==> src/rtl/sbc_pkg.sv <==
package sbc_pkg;

  typedef enum logic [1:0] {
    MIR_ONE_A = 2'd0,
    MIR_ONE_B = 2'd1,
    MIR_VERT  = 2'd2,
    MIR_HORZ  = 2'd3
  } mirror_e;

  typedef enum logic [1:0] {
    PRG_WIDE32    = 2'd0,
    PRG_FIX_FIRST = 2'd1,
    PRG_FIX_LAST  = 2'd2
  } prg_layout_e;

  // Register indices carried by address bits 14:13
  localparam logic [1:0] IDX_CTRL = 2'd0;
  localparam logic [1:0] IDX_CHR0 = 2'd1;
  localparam logic [1:0] IDX_CHR1 = 2'd2;
  localparam logic [1:0] IDX_PRG  = 2'd3;

  // Control bits forced by the in-band reset and by the external strobe
  localparam logic [4:0] CTRL_DEFAULT = 5'h0C;

  function automatic prg_layout_e prg_layout(input logic ctl_b3, input logic ctl_b2);
    if (!ctl_b3)     return PRG_WIDE32;
    else if (ctl_b2) return PRG_FIX_LAST;
    else             return PRG_FIX_FIRST;
  endfunction

  function automatic mirror_e mirror_of(input logic [1:0] ctl_lo);
    return mirror_e'(ctl_lo);
  endfunction

endpackage

==> src/rtl/sbc_shift_loader.sv <==
module sbc_shift_loader #(
  parameter int SHIFT_LEN = 5,
  localparam int CNT_W = $clog2(SHIFT_LEN + 1)
) (
  input  logic                 clk,
  input  logic                 rst_n,
  input  logic                 bit_wr,
  input  logic                 bit_val,
  input  logic                 clear_req,
  output logic                 commit,
  output logic [SHIFT_LEN-1:0] commit_val,
  output logic [CNT_W-1:0]     cnt
);

  logic [SHIFT_LEN-1:0] acc_q;
  logic [SHIFT_LEN-1:0] bit_mask;
  logic                 last_bit;

  always_comb begin
    bit_mask = '0;
    for (int i = 0; i < SHIFT_LEN; i++) begin
      if (cnt == CNT_W'(i)) bit_mask[i] = 1'b1;
    end
  end

  assign last_bit   = (cnt == CNT_W'(SHIFT_LEN - 1));
  assign commit     = bit_wr && last_bit;
  assign commit_val = bit_val ? (acc_q | bit_mask) : acc_q;

  always_ff @(posedge clk) begin
    if (!rst_n) begin
      acc_q <= '0;
      cnt   <= '0;
    end else if (clear_req || commit) begin
      acc_q <= '0;
      cnt   <= '0;
    end else if (bit_wr) begin
      acc_q <= commit_val;
      cnt   <= cnt + 1'b1;
    end
  end

endmodule

==> src/rtl/sbc_reg_bank.sv <==
module sbc_reg_bank
  import sbc_pkg::*;
#(
  parameter int REG_W = 5
) (
  input  logic             clk,
  input  logic             rst_n,
  input  logic             commit,
  input  logic [1:0]       commit_idx,
  input  logic [REG_W-1:0] commit_val,
  input  logic             reset_bit,
  input  logic             ext_rst,
  output logic [REG_W-1:0] ctrl,
  output logic [REG_W-1:0] chr0,
  output logic [REG_W-1:0] chr1,
  output logic [REG_W-1:0] prg
);

  localparam logic [REG_W-1:0] CTRL_RST = REG_W'(CTRL_DEFAULT);

  logic [REG_W-1:0] regs_q [4];

  for (genvar g = 0; g < 4; g++) begin : g_reg
    localparam logic [REG_W-1:0] RST_VAL = (g == 0) ? CTRL_RST : '0;
    localparam bit               HARD    = (g == 0) || (g == 3);
    logic wr_hit;
    assign wr_hit = commit && (commit_idx == 2'(g));

    always_ff @(posedge clk) begin
      if (!rst_n) begin
        regs_q[g] <= RST_VAL;
      end else if (HARD && ext_rst) begin
        regs_q[g] <= RST_VAL;
      end else if ((g == 0) && reset_bit) begin
        regs_q[g] <= regs_q[g] | CTRL_RST;
      end else if (wr_hit) begin
        regs_q[g] <= commit_val;
      end
    end
  end

  assign ctrl = regs_q[IDX_CTRL];
  assign chr0 = regs_q[IDX_CHR0];
  assign chr1 = regs_q[IDX_CHR1];
  assign prg  = regs_q[IDX_PRG];

endmodule

==> src/rtl/sbc_prg_map.sv <==
module sbc_prg_map
  import sbc_pkg::*;
#(
  parameter int REG_W     = 5,
  parameter int PRG_SEL_W = 4,
  localparam int PRG_W    = PRG_SEL_W + 1
) (
  input  logic [REG_W-1:0]   ctrl,
  input  logic [REG_W-1:0]   prg_reg,
  output logic [4*PRG_W-1:0] prg_bank
);

  prg_layout_e          layout;
  logic [PRG_SEL_W-1:0] sel;
  logic [PRG_SEL_W-1:0] half [2];

  assign layout = prg_layout(ctrl[3], ctrl[2]);
  assign sel    = prg_reg[PRG_SEL_W-1:0];

  always_comb begin
    unique case (layout)
      PRG_FIX_LAST: begin
        half[0] = sel;
        half[1] = '1;
      end
      PRG_FIX_FIRST: begin
        half[0] = '0;
        half[1] = sel;
      end
      default: begin
        half[0] = {sel[PRG_SEL_W-1:1], 1'b0};
        half[1] = {sel[PRG_SEL_W-1:1], 1'b1};
      end
    endcase
  end

  for (genvar s = 0; s < 4; s++) begin : g_slot
    assign prg_bank[s*PRG_W +: PRG_W] = {half[s/2], 1'(s % 2)};
  end

endmodule

==> src/rtl/sbc_chr_map.sv <==
module sbc_chr_map #(
  parameter int REG_W   = 5,
  localparam int CHR_W  = REG_W + 2
) (
  input  logic [REG_W-1:0]   ctrl,
  input  logic [REG_W-1:0]   chr0,
  input  logic [REG_W-1:0]   chr1,
  output logic [8*CHR_W-1:0] chr_bank
);

  logic             split4k;
  logic [REG_W-1:0] quad [2];

  assign split4k = ctrl[4];
  assign quad[0] = split4k ? chr0 : {chr0[REG_W-1:1], 1'b0};
  assign quad[1] = split4k ? chr1 : {chr0[REG_W-1:1], 1'b1};

  for (genvar s = 0; s < 8; s++) begin : g_slot
    assign chr_bank[s*CHR_W +: CHR_W] = {quad[s/4], 2'(s % 4)};
  end

endmodule

==> src/rtl/serial_bank_ctrl.sv <==
module serial_bank_ctrl
  import sbc_pkg::*;
#(
  parameter int SHIFT_LEN = 5,
  parameter int PRG_SEL_W = 4,
  localparam int REG_W = SHIFT_LEN,
  localparam int PRG_W = PRG_SEL_W + 1,
  localparam int CHR_W = REG_W + 2,
  localparam int CNT_W = $clog2(SHIFT_LEN + 1)
) (
  input  logic               clk,
  input  logic               rst_n,
  input  logic               wr_en,
  input  logic [15:0]        wr_addr,
  input  logic [7:0]         wr_data,
  input  logic               ext_rst,
  output logic [4*PRG_W-1:0] prg_bank,
  output logic [8*CHR_W-1:0] chr_bank,
  output logic [1:0]         mirror_sel
);

  // Named internal events, also observed by the checker
  logic             in_window;
  logic             accept_evt;
  logic             resetbit_evt;
  logic             bitwr_evt;
  logic             clear_evt;
  logic             commit_evt;
  logic [REG_W-1:0] commit_val;
  logic [CNT_W-1:0] shift_cnt;
  logic [REG_W-1:0] ctrl_q;
  logic [REG_W-1:0] chr0_q;
  logic [REG_W-1:0] chr1_q;
  logic [REG_W-1:0] prg_q;

  assign in_window    = wr_en && wr_addr[15];
  assign accept_evt   = in_window && !ext_rst;
  assign resetbit_evt = accept_evt && wr_data[7];
  assign bitwr_evt    = accept_evt && !wr_data[7];
  assign clear_evt    = resetbit_evt || ext_rst;

  sbc_shift_loader #(.SHIFT_LEN(SHIFT_LEN)) u_loader (
    .clk        (clk),
    .rst_n      (rst_n),
    .bit_wr     (bitwr_evt),
    .bit_val    (wr_data[0]),
    .clear_req  (clear_evt),
    .commit     (commit_evt),
    .commit_val (commit_val),
    .cnt        (shift_cnt)
  );

  sbc_reg_bank #(.REG_W(REG_W)) u_regs (
    .clk        (clk),
    .rst_n      (rst_n),
    .commit     (commit_evt),
    .commit_idx (wr_addr[14:13]),
    .commit_val (commit_val),
    .reset_bit  (resetbit_evt),
    .ext_rst    (ext_rst),
    .ctrl       (ctrl_q),
    .chr0       (chr0_q),
    .chr1       (chr1_q),
    .prg        (prg_q)
  );

  sbc_prg_map #(.REG_W(REG_W), .PRG_SEL_W(PRG_SEL_W)) u_prg (
    .ctrl     (ctrl_q),
    .prg_reg  (prg_q),
    .prg_bank (prg_bank)
  );

  sbc_chr_map #(.REG_W(REG_W)) u_chr (
    .ctrl     (ctrl_q),
    .chr0     (chr0_q),
    .chr1     (chr1_q),
    .chr_bank (chr_bank)
  );

  assign mirror_sel = mirror_of(ctrl_q[1:0]);

endmodule

==> config.mk <==
export PLATFORM = sky130hd
export DESIGN_NAME = serial_bank_ctrl
export DESIGN_NICKNAME = d
export VERILOG_FILES = /design/src/rtl/sbc_pkg.sv /design/src/rtl/sbc_shift_loader.sv /design/src/rtl/sbc_reg_bank.sv /design/src/rtl/sbc_prg_map.sv /design/src/rtl/sbc_chr_map.sv /design/src/rtl/serial_bank_ctrl.sv
export SDC_FILE = /design/constraint.sdc
export NUM_CORES = 1
export LEC_CHECK = 0
export BUFFER_PORTS_ARGS = -buffer_cell sky130_fd_sc_hd__clkbuf_2
export CORE_MARGIN = 5
export CORE_UTILIZATION = 40
export CTS_CLUSTER_SIZE = 16
export DETAILED_ROUTE_END_ITERATION = 8
export PLACE_DENSITY = 0.79
export SETUP_SLACK_MARGIN = 0.05
export SLEW_MARGIN = 20
export SYNTH_ARGS = -nofsm -noshare
export SYNTH_HDL_FRONTEND = slang
export SYNTH_SLANG_ARGS = --single-unit
export TNS_END_PERCENT = 100
==> constraint.sdc <==
create_clock -name clk -period 1.7 [get_ports clk]
set_input_delay 0.17 -clock clk [delete_from_list [all_inputs] [get_ports clk]]
set_output_delay 0.17 -clock clk [all_outputs]
set_load 0.05 [all_outputs]
# == Yosys cells after proc, flatten, opt, wreduce, memory -nomap -nowiden ==
# Memory sizes are Yosys's and may differ from the RTL's.
# Cells that the tools add are included.
# word_totals
ff_bits,8
mem_bits_rw,20
input_bits,28
out_inout_bits,78
elab_cells,89
n_memories,1
# memory_table
name,words,word_bits,rd,rd_ports_with_merged_regs,write_ports,line,text
u_regs.regs_q,4,5,4,0,4,sbc_reg_bank.sv:21,logic [REG_W-1:0] regs_q [4];
# op_classes
add_sub_neg,1
eq_ne,10
n_mux,45
n_bitwise,13
n_reduce_logical,17
# op_table
operator,n
$mux 5,7
$mux 1,31
$pmux 8 s2,1
$mux 2,6
$or 1x1->1,11
$logic_and 1x1->1,9
$eq 2x2->1 const B,3
$eq 3x2->1 const B,2
$or 5x5->5,1
$eq 2x1->1 const B,2
$add 3x1->3 const B,1
$eq 3x1->1 const B,1
$eq 3x3->1 const B,1
$logic_not 3->1,1
$logic_not 1->1,2
$logic_not 2->1,1
$logic_or 1x1->1,2
$reduce_and 2->1,1
$reduce_or 2->1,1
$ne 0x0->1,1
$not 1->1,1

# == Depth between registers and ports, before layout ==
# Gate-level depths: netlist of run 1.
# depth
ltp_word,11
mapped_depth,6
mapped_depth_nobuf,5

# == Modules after synthesis ==
# From an unflattened synthesis of run 1, not the netlist that was laid out.
# hier_totals
hier_cells,184
area_unflattened_um2,1950.6
# modules_own_cells
module,n_inst,cells_each,area_per_inst_um2,seq_area_each_um2
sbc_reg_bank,1,54,844.6,600.6
sbc_shift_loader,1,45,461.7,160.2
sbc_chr_map,1,58,441.7,0.0
sbc_prg_map,1,24,170.2,0.0
serial_bank_ctrl,1,3,32.5,0.0

# == Worst setup path after synthesis of run 1 ==
# No wires, ideal clock.
# synth_path
kind,register to register
startpoint,reg u_loader.cnt[0]
endpoint,"mem u_regs.regs_q[2][0], enable pin"
setup_ns,0.374
arrival_time_ns,1.379
required_ns,1.326
setup_slack_ns,-0.053
stages_incl_launch_ff,7
path_buffers,1
period_less_slack_ns,1.753
path_cell_list,dfxtp_1 > inv_1 > ha_1 > and2_1 > buf_4 > nand3_1 > o21ai_0
# synth_lines
element,line,text
start: declaration,sbc_shift_loader.sv:12,output logic [CNT_W-1:0] cnt
start signal: assignment,sbc_shift_loader.sv:39,cnt <= cnt + 1'b1;
end: declaration,sbc_reg_bank.sv:21,

==> reports/metrics.yaml, run 1 <==
run_status:
  status: "completed"
floorplan:
  ios: 106
  initial_core_util: 0.417
  core_um2: 4410
  fp.dieArea_um2: 6060
  num_rows: 24
  die_w_um: 77.8
  chipHeight_um: 77.8
clock_tree:
  cts_hold_buf: 0
  cts.sink_count: 27
  cts_setup_buffers: 0
  cts-root-buf: "clkbuf_8"
  cts_buffers: 3
  insertion_delay_ns: 0.26
  clockBufferDepth: 2
  path_clk_slew_ns: 0.09
  htree_num_levels: 1
  cts_tree: "yes"
timing:
  hold_viol: 0
  max_freq_mhz: 641
  finalMaxSlewViolations: 0
  setup_violations: 0
  hold_slack_ns: 0.258
  rsz0062_at_grt: "no"
  fin_tns_setup_ns: 0
  fin_crit_ns: 1.56
  skew_ns: 0.00306
  period_share: 0.918
worst_setup_path:
  startpoint: "u_regs.regs_q[0][2]"
  r2r_end: "u_regs.regs_q[2][3]"
  endpoint: "prg_bank[16]"
  critPathMaxFanout: 4
  crit_required_ns: 1.53
  r2r-start: "u_loader.cnt[0]"
  worstSetupStartpointType: "register"
  path_class: "reg -> out"
  arrival_ns: 1.39
  end_kind: "output pin"
  reg2reg_depth: 6
  rrSetupSlack_ns: 0.16
min_path:
  hold_depth: 3
  hold_path_class: "in -> reg"
logic_synthesis:
  synth_area_um2: 1840
  ys_seq_area_frac: 0.397
  synth.area.top_cells: "edfxtp_1 (31%), buf_4 (27%), dfxtp_1 (8.7%)"
  synth.largest_area_cell: "edfxtp_1"
  yosys_warnings: 0
  synth_top_flop_cell: "edfxtp_1"
  synth_edf_count: 19
  ys_seq_elements: 27
  postSynthCellCount: 190
  syn_area_per_cell_um2: 9.69
  synth_top_area_share: 0.310
  synth-async-reset-ratio: 0
  synth.distinct_cells: 28
placement:
  place_area_um2: 1850
  io_buffer_count: 66
  post-dp-hpwl_mm: 2.73
  routabilityCongestion: 0.792
power_and_ir_drop:
  peakVddDrop_v: 0.000301
  p_leak_nw: 0.841
  powerDensity_nw_per_um2: 776
cells_and_area:
  final_common_cell: "clkbuf_2"
  post-route-util: 0.432
  syn_to_final_growth_pct: 3.54
  layout.nets: 252
  design_area_um2: 1910
  antennaDiodeCount: 0
  multi_input_area_um2: 669
  layout-drive-gt1-share: 0.417
  final_cell_mix: "clkbuf_2 (66), nor2_1 (21), conb_1 (20), edfxtp_1 (19), nand2_1 (10)"
  regArea_um2: 732
  fill_cells: 434
job:
  cap_violations: 0
route:
  drcViolationCount: 0
  detail_route.iter0.violations: 36
  vias: 1214
  drt_first_pass_iters: 4
  vias_per_cell: 4.50
  wl_mm: 3.25
  wl_per_cell_um: 12.0
  ant_nets: 0
grt:
  grt_pass1_wl_mm: 5.04
  grt_usage: 0.0997
  grt_overflow: 0
  antenna_found_initial: 0
  grt_max_degree: 16
  grt_pass1_vias: 1084
-- flip-flops by register name, summed over array words and instances, names as in the netlist --
signal / flops
u_loader.acc_q: 5
u_loader.cnt: 3
u_regs.regs_q: 19
-- synth_stat cells, types with 2 or more instances --
| master | n |
|---|---|
| ha_1 | 5 |
| a21oi_1 | 8 |
| nand4_1 | 3 |
| edfxtp_1 | 19 |
| a31oi_1 | 4 |
| conb_1 | 2 |
| inv_1 | 3 |
| dfxtp_1 | 8 |
| nor2_1 | 21 |
| mux2_2 | 4 |
| and3_1 | 2 |
| nand2b_1 | 7 |
| buf_4 | 66 |
| and2_1 | 6 |
| nand3_1 | 6 |
| nor2b_1 | 4 |
| nand2_1 | 10 |
| nor3_1 | 2 |
-- per-layer routing --
| layer | track usage | wire length, µm | vias to the layer above |
|---|---|---|---|
| li1 | - | - | 608 |
| met2 | 0.189 | 1720 | 51 |
| met5 | 0 | 0 | - |
| met1 | 0.105 | 1150 | 549 |
| met3 | 0.0243 | 316 | 6 |
| met4 | 0.0361 | 57 | 0 |
-- timing repair --
item                                    in CTS  in global routing
cloned                                       0                  0
endpoints found under the setup margin       7                 14
resized for setup                            1                  4
pin swaps                                    0                  0
-- worst min path at each step --
stage / start / endpoint / slack, ns
final: wr_data[0] / u_loader.acc_q[0] / 0.26
after global routing: wr_addr[13] / u_regs.regs_q[2][3] / 0.29
after CTS: wr_data[0] / u_loader.acc_q[0] / 0.23
after detailed placement: u_loader.acc_q[2] / u_loader.acc_q[2] / 0.46
after global placement: u_loader.acc_q[1] / u_loader.acc_q[1] / 0.45
after floorplan: wr_data[0] / u_loader.acc_q[0] / 0.33
-- worst max-delay path, stage by stage (launching register included) --
cell and delay (ns):
edfxtp_1 0.40, nand2b_1 0.19, or2_2 0.29, clkbuf_2 0.24
-- layout make-up --
| class | count | area share |
|---|---|---|
| clock buffer | 4 | 0.0236 |
| inverter | 3 | 0.00591 |
| multi-input combinational | 111 | 0.351 |
| sequential | 27 | 0.384 |
| tap | 52 | 0.0341 |
| timing repair buffer | 73 | 0.201 |
-- cells by family after synthesis --
group,synth area share
other cells,0.00408
flops,0.397
mux,0.0245
fa+ha+maj,0.0340
compound gates,0.0496
buf+inv,0.281
simple gates,0.209
-- through the flow --
stage	worst slack [ns]	cells	total power [mW]
after floorplan	0.103	208	1.15
after global placement	0.109	266	1.14
after detailed placement	0.0362	266	1.14
after CTS	0.0567	270	1.48
after global routing	0.0541	270	1.53
final	0.139	270	1.48
-- where the power goes --
part | leakage (nW) | switching [mW] | internal, mW
Sequential | 0.261 | 0.00827 | 0.716
Combinational | 0.558 | 0.337 | 0.0626
Clock | 0.0228 | 0.187 | 0.168
Total | 0.841 | 0.532 | 0.946
Note: power is estimated with default switching activity, not from simulation.
==> run 2: changes to the inputs <==
Settings changed: CORE_ASPECT_RATIO set to 1.2.
==> run 2 against run 1 <==
  * Fmax decreased by 0.63%
  * Clock-buffer cell count decreased by 1
  * Register-to-register slack about the same
  * Global-route usage increased by 0.64 points
  * Combinational power about the same
  * First-iteration DRC count decreased by 11%
  * Sequential share of layout area decreased by 0.20 points
  * Clock skew about the same
  * Worst setup slack got worse by 0.0099 ns
  * Critical path depth decreased by 1
  * Sequential power about the same
  * Critical path type unchanged
  * Highest routed layer unchanged
  * Clock power increased by 11%
  * Largest cell class unchanged
==> reports/metrics.yaml, run 2 (synthesis gave the netlist of run 1 again) <==
cells_and_area:
  largestRegisters: "u_regs.regs_q (19), u_loader.acc_q (5), u_loader.cnt (3)"
  layout-drive-gt1-share: 0.422  # +0.00459
  regMostFlops: "u_regs.regs_q"
  layout.nets: 252  # unchanged
  final_cell_mix: "clkbuf_2 (63), nor2_1 (21), conb_1 (20), edfxtp_1 (19), nand2_1 (10)"
  final_common_cell: "clkbuf_2"
  largest_reg_flops: 19  # unchanged
  antennaDiodeCount: 0  # unchanged
  syn_to_final_growth_pct: 4.08
clock_tree:
  cts_buffers: 3  # unchanged
  clockBufferDepth: 2  # unchanged
  cts_tree: "yes"
  cts_hold_buf: 0  # unchanged
  cts.sink_count: 27  # unchanged
  cts-root-buf: "clkbuf_8"
  htree_num_levels: 1  # unchanged
  path_clk_slew_ns: 0.10  # about the same
  cts_resized: 0  # -1
  insertion_delay_ns: 0.29  # +0.03 ns
  cts_setup_buffers: 0  # unchanged
placement:
  post-dp-hpwl_mm: 2.73  # +0.13%
  place_ws_ns: 0.0635  # +0.0273 ns
  routabilityCongestion: 0.833  # +5.2%
  io_buffer_count: 66  # unchanged
min_path:
  hold_end: "u_loader.cnt[2]"
  hold_path_class: "in -> reg"
  hold_depth: 4  # +1
  worstHoldStart: "ext_rst"
floorplan:
  ios: 106  # unchanged
  core_um2: 4530  # +2.6%
  num_rows: 27  # +13%
  initial_core_util: 0.407  # -0.0104
  chipHeight_um: 84.3  # +8.3%
  die_w_um: 71.9  # -7.6%
  fp.dieArea_um2: 6060  # about the same
worst_setup_path:
  r2r_end: "u_regs.regs_q[2][1]"
  end_kind: "output pin"
  crit_required_ns: 1.53  # about the same
  critical_path_buf_inv_count: 1  # unchanged
  path_class: "reg -> out"
  cpLargestDelayFamily: "flip-flops"
  r2r-start: "u_loader.cnt[0]"
  arrival_ns: 1.40  # about the same
  rrSetupSlack_ns: 0.15  # about the same
  critPathMaxFanout: 6  # +2
  reg2reg_depth: 6  # unchanged
  slowest_stage: "edfxtp_1"
  worstSetupStartpointType: "register"
  worstPathCellList: "mux2_2 -> clkbuf_2"
  critical_path.max_stage_delay_ns: 0.47  # +0.07 ns
route:
  drt_first_pass_iters: 4  # unchanged
  vias_per_cell: 4.41  # -2.0%
  drcViolationCount: 0  # unchanged
  vias: 1216  # +0.16%
  detail_route.iter0.violations: 32  # -11%
  wl_per_cell_um: 12.1  # +0.51%
  wl_mm: 3.34  # +2.7%
  ant_nets: 0  # unchanged
grt:
  grt_overflow: 0  # unchanged
  grt_pass1_wl_mm: 5.05  # +0.26%
  grt_max_degree: 17  # +1
  antenna_found_initial: 0  # unchanged
  grt_pass1_vias: 1123  # +3.6%
  grt_usage: 0.106  # +0.00641
run_status:
  status: "completed"
timing:
  setup_violations: 0  # unchanged
  skew_ns: 0.00291  # -0.000153 ns
  max_freq_mhz: 637  # -0.63%
  period_share: 0.924  # +0.00582
  fin_crit_ns: 1.57  # +0.00989 ns
  postLayoutSetupSlackWorst_ns: 0.129  # -0.00989 ns
  hold_viol: 0  # unchanged
  rsz0062_at_grt: "no"
  fin_tns_setup_ns: 0  # unchanged
  finalMaxSlewViolations: 0  # unchanged
power_and_ir_drop:
  peakVddDrop_v: 0.000285  # -5.5%
  p_leak_nw: 0.837  # -0.50%
  powerDensity_nw_per_um2: 791  # +2.0%
job:
  cap_violations: 0  # unchanged
==> run 2: tightest hold or removal path, stage by stage <==
cell and delay, ns:
clkbuf_2 0.11, nor2b_1 0.08, nand2_1 0.07, a21oi_1 0.04
==> run 2: worst max path at each step <==
stage	startpoint	endpoint	slack (ns)	cells past startpoint
2_1_floorplan	u_loader.cnt[0]	u_regs.regs_q[2][0]	0.10	6
3_3_place_gp	u_loader.cnt[0]	u_regs.regs_q[2][3]	0.1	6
3_5_place_dp	u_loader.cnt[1]	u_regs.regs_q[2][1]	0.06	6
4_1_cts	u_loader.cnt[1]	u_regs.regs_q[2][4]	0.06	6
5_1_grt	u_regs.regs_q[0][4]	chr_bank[40]	0.05	2
6_report	u_regs.regs_q[0][4]	chr_bank[39]	0.13	2
==> run 2: area by class of cell <==
class	count	area, µm²
sequential	27	732
clock inverter	1	7.51
timing repair buffer	73	383
clock buffer	3	41.3
inverter	3	11.3
tap	58	72.6
multi-input combinational	111	668
fill	451	2610
==> run 2: through the flow <==
step                      area [µm²]  hold WS [ns]  instances   util  total power, mW
after floorplan                 1910         0.326        208      -             1.15
after global placement          1860         0.447        272  0.410             1.14
after detailed placement        1860         0.457        272  0.410             1.14
after CTS                       1910         0.200        276  0.421             1.52
after global routing            1920         0.247        276  0.423             1.55
final                           1920         0.218        276  0.423             1.52
==> run 2: routing by layer <==
metal / GRT usage / part of all wire / routed length, µm
met1: 0.109 / 0.36 / 1200
met2: 0.195 / 0.53 / 1780
met5: 0 / 0 / 0
met4: 0.0513 / 0.018 / 61
met3: 0.0275 / 0.086 / 288
==> run 2: power breakdown <==
group	switching (mW)	leakage, nW	internal, mW
logic	0.337	0.554	0.0627
registers	0.00853	0.261	0.716
clock network	0.224	0.0217	0.167
==> run 3: changes to the inputs <==
Settings changed: CORE_MARGIN 5 to 8.
Clock period 1.7 ns to 1.4 ns, I/O delays scaled along.
==> run 3 against run 2 <==
  * Wire length rose by 28%
  * Register-to-register slack worse by 0.14 ns
  * The run now ends with setup timing left
  * Via count is 5.5% higher
  * First-iteration DRC count is 47% higher
  * Total power is 27% higher
  * Sequential share of layout area down 9.3 points
  * Flip-flop and latch count did not move
  * Die area grew 16%
  * Non-clock buffer count rose by 4
==> reports/metrics.yaml, run 3 (synthesis gave the netlist of run 1 again) <==
run_status:
  status: "finished with violations"
  failed_checks: "setup timing"
grt:
  grt_usage: 0.109  # +0.00278
  grt_overflow: 0  # unchanged
  grt_pass1_vias: 1310  # +17%
  grt_pass1_wl_mm: 6.43  # +27%
  grt_max_degree: 15  # -2
  antenna_found_initial: 0  # unchanged
cells_and_area:
  instances_no_fill: 281  # +1.8%
  regMostFlops: "u_regs.regs_q"
  final_cell_mix: "clkbuf_2 (26), conb_1 (20), nor2_1 (19), edfxtp_1 (19), buf_8 (18)"
  design_area_um2: 2550  # +33%
  layout-drive-gt1-share: 0.574  # +0.152
  layout.nets: 257  # +2.0%
  antennaDiodeCount: 0  # unchanged
  final_common_cell: "clkbuf_2"
  syn_to_final_growth_pct: 38.8
  largest_reg_flops: 19  # unchanged
  largestRegisters: "u_regs.regs_q (19), u_loader.acc_q (5), u_loader.cnt (3)"
power_and_ir_drop:
  p_leak_nw: 1.05  # +25%
  power_mw: 1.93  # +27%
  powerDensity_nw_per_um2: 755  # -4.6%
  peakVddDrop_v: 0.000377  # +32%
floorplan:
  num_rows: 27  # unchanged
  initial_core_util: 0.407  # unchanged
  fp.dieArea_um2: 7040  # +16%
  core_um2: 4530  # unchanged
  die_w_um: 77.9  # +8.3%
  ios: 106  # unchanged
  chipHeight_um: 90.3  # +7.1%
timing:
  setup_violations: 22  # +22
  hold_slack_ns: 0.250  # +0.0323 ns
  max_slew_margin: 0.644
  fin_crit_ns: 1.51
  finalMaxSlewViolations: 0  # unchanged
  rsz0062_at_grt: "yes"
  max_freq_mhz: 661
  hold_viol: 0  # unchanged
  tightest_slew_ns: 0.533
  postLayoutSetupSlackWorst_ns: -0.112  # -0.241 ns
  skew_ns: 0.00199  # -0.000922 ns
  period_share: 1.08
route:
  detail_route.iter0.violations: 47  # +47%
  drcViolationCount: 0  # unchanged
  vias: 1283  # +5.5%
  wl_mm: 4.25  # +28%
  ant_nets: 0  # unchanged
  drt_first_pass_iters: 4  # unchanged
  vias_per_cell: 4.57  # +3.6%
  wl_per_cell_um: 15.1  # +25%
placement:
  placed_cells: 272  # unchanged
  post-dp-hpwl_mm: 2.99  # +9.4%
  routabilityCongestion: 0.787  # -5.5%
  place_area_um2: 1920  # +3.4%
  place_ws_ns: -0.0109  # -0.0744 ns
  io_buffer_count: 66  # unchanged
worst_setup_path:
  slowest_stage: "edfxtp_1"
  critical_path_buf_inv_count: 1  # unchanged
  worstSetupStartpointType: "register"
  crit_required_ns: 1.26  # -0.27 ns
  r2r-start: "u_loader.cnt[1]"
  cpLargestDelayFamily: "flip-flops"
  reg2reg_depth: 5  # -1
  arrival_ns: 1.37  # -0.03 ns
  end_kind: "output pin"
  worstPathCellList: "mux2_4 -> clkbuf_8"
  path_class: "reg -> out"
  rrSetupSlack_ns: 0.01  # -0.14 ns
  critPathMaxFanout: 6  # unchanged
  r2r_end: "u_regs.regs_q[0][4]"
  critical_path.max_stage_delay_ns: 0.53  # +0.06 ns
clock_tree:
  clockBufferDepth: 2  # unchanged
  cts.sink_count: 27  # unchanged
  cts-root-buf: "clkbuf_8"
  htree_num_levels: 1  # unchanged
  path_clk_slew_ns: 0.09  # about the same
  cts_buffers: 3  # unchanged
  cts_tree: "yes"
  insertion_delay_ns: 0.27  # -0.02 ns
job:
  cap_violations: 0  # unchanged
min_path:
  hold_end: "u_loader.acc_q[0]"
  hold_depth: 3  # -1
  hold_path_class: "in -> reg"
  worstHoldStart: "wr_data[0]"
-- run 3: worst max path at each step --
stage               depth (start not counted)                  end                start
global placement                            5  u_regs.regs_q[2][1]      u_loader.cnt[0]
CTS                                         2         chr_bank[40]  u_regs.regs_q[0][4]
global route                                2         chr_bank[47]  u_regs.regs_q[0][4]
floorplan                                   6  u_regs.regs_q[0][0]      u_loader.cnt[0]
finish                                      2         chr_bank[52]  u_regs.regs_q[0][4]
detailed placement                          5  u_regs.regs_q[1][1]      u_loader.cnt[1]
-- run 3: area by class of cell --
class / instances / area, µm²
Clock buffer: 4 / 45.0
Fill cell: 372 / 1970
Inverter: 3 / 16.3
Multi-Input combinational cell: 112 / 898
Sequential cell: 27 / 739
Tap cell: 58 / 72.6
Timing Repair Buffer: 77 / 783
-- run 3: per-layer routing --
| metal | GRT usage | routed length, µm |
|---|---|---|
| met5 | 0 | 0 |
| met4 | 0.0248 | 24 |
| met2 | 0.209 | 2350 |
| met1 | 0.102 | 1440 |
| met3 | 0.0448 | 432 |
-- run 3: stage by stage --
stage                util  setup TNS (ns)
floorplan               -               0
global placement    0.424               0
detailed placement  0.424          -0.105
CTS                 0.522           -1.80
global route        0.564           -3.46
finish              0.564           -1.79
-- run 3: worst reg2reg max path, stage by stage (launching register included) --
cell,delay [ns]
dfxtp_4,0.38
inv_4,0.07
ha_4,0.14
and2_4,0.19
and3_4,0.20
nand2b_4,0.13
-- run 3: what timing repair did --
action / in CTS / in global routing
gates cloned: 1 / 0
gates resized for setup: 89 / 57
pin swaps: 4 / 9
hold buffers: 0 / 0
setup buffers: 2 / 2
endpoints found under the setup margin: 52 / 74
-- run 3: power by group --
part / internal (mW) / leakage (nW) / switching, mW
Combinational: 0.171 / 0.764 / 0.441
Clock: 0.204 / 0.0228 / 0.234
Sequential: 0.866 / 0.263 / 0.0135
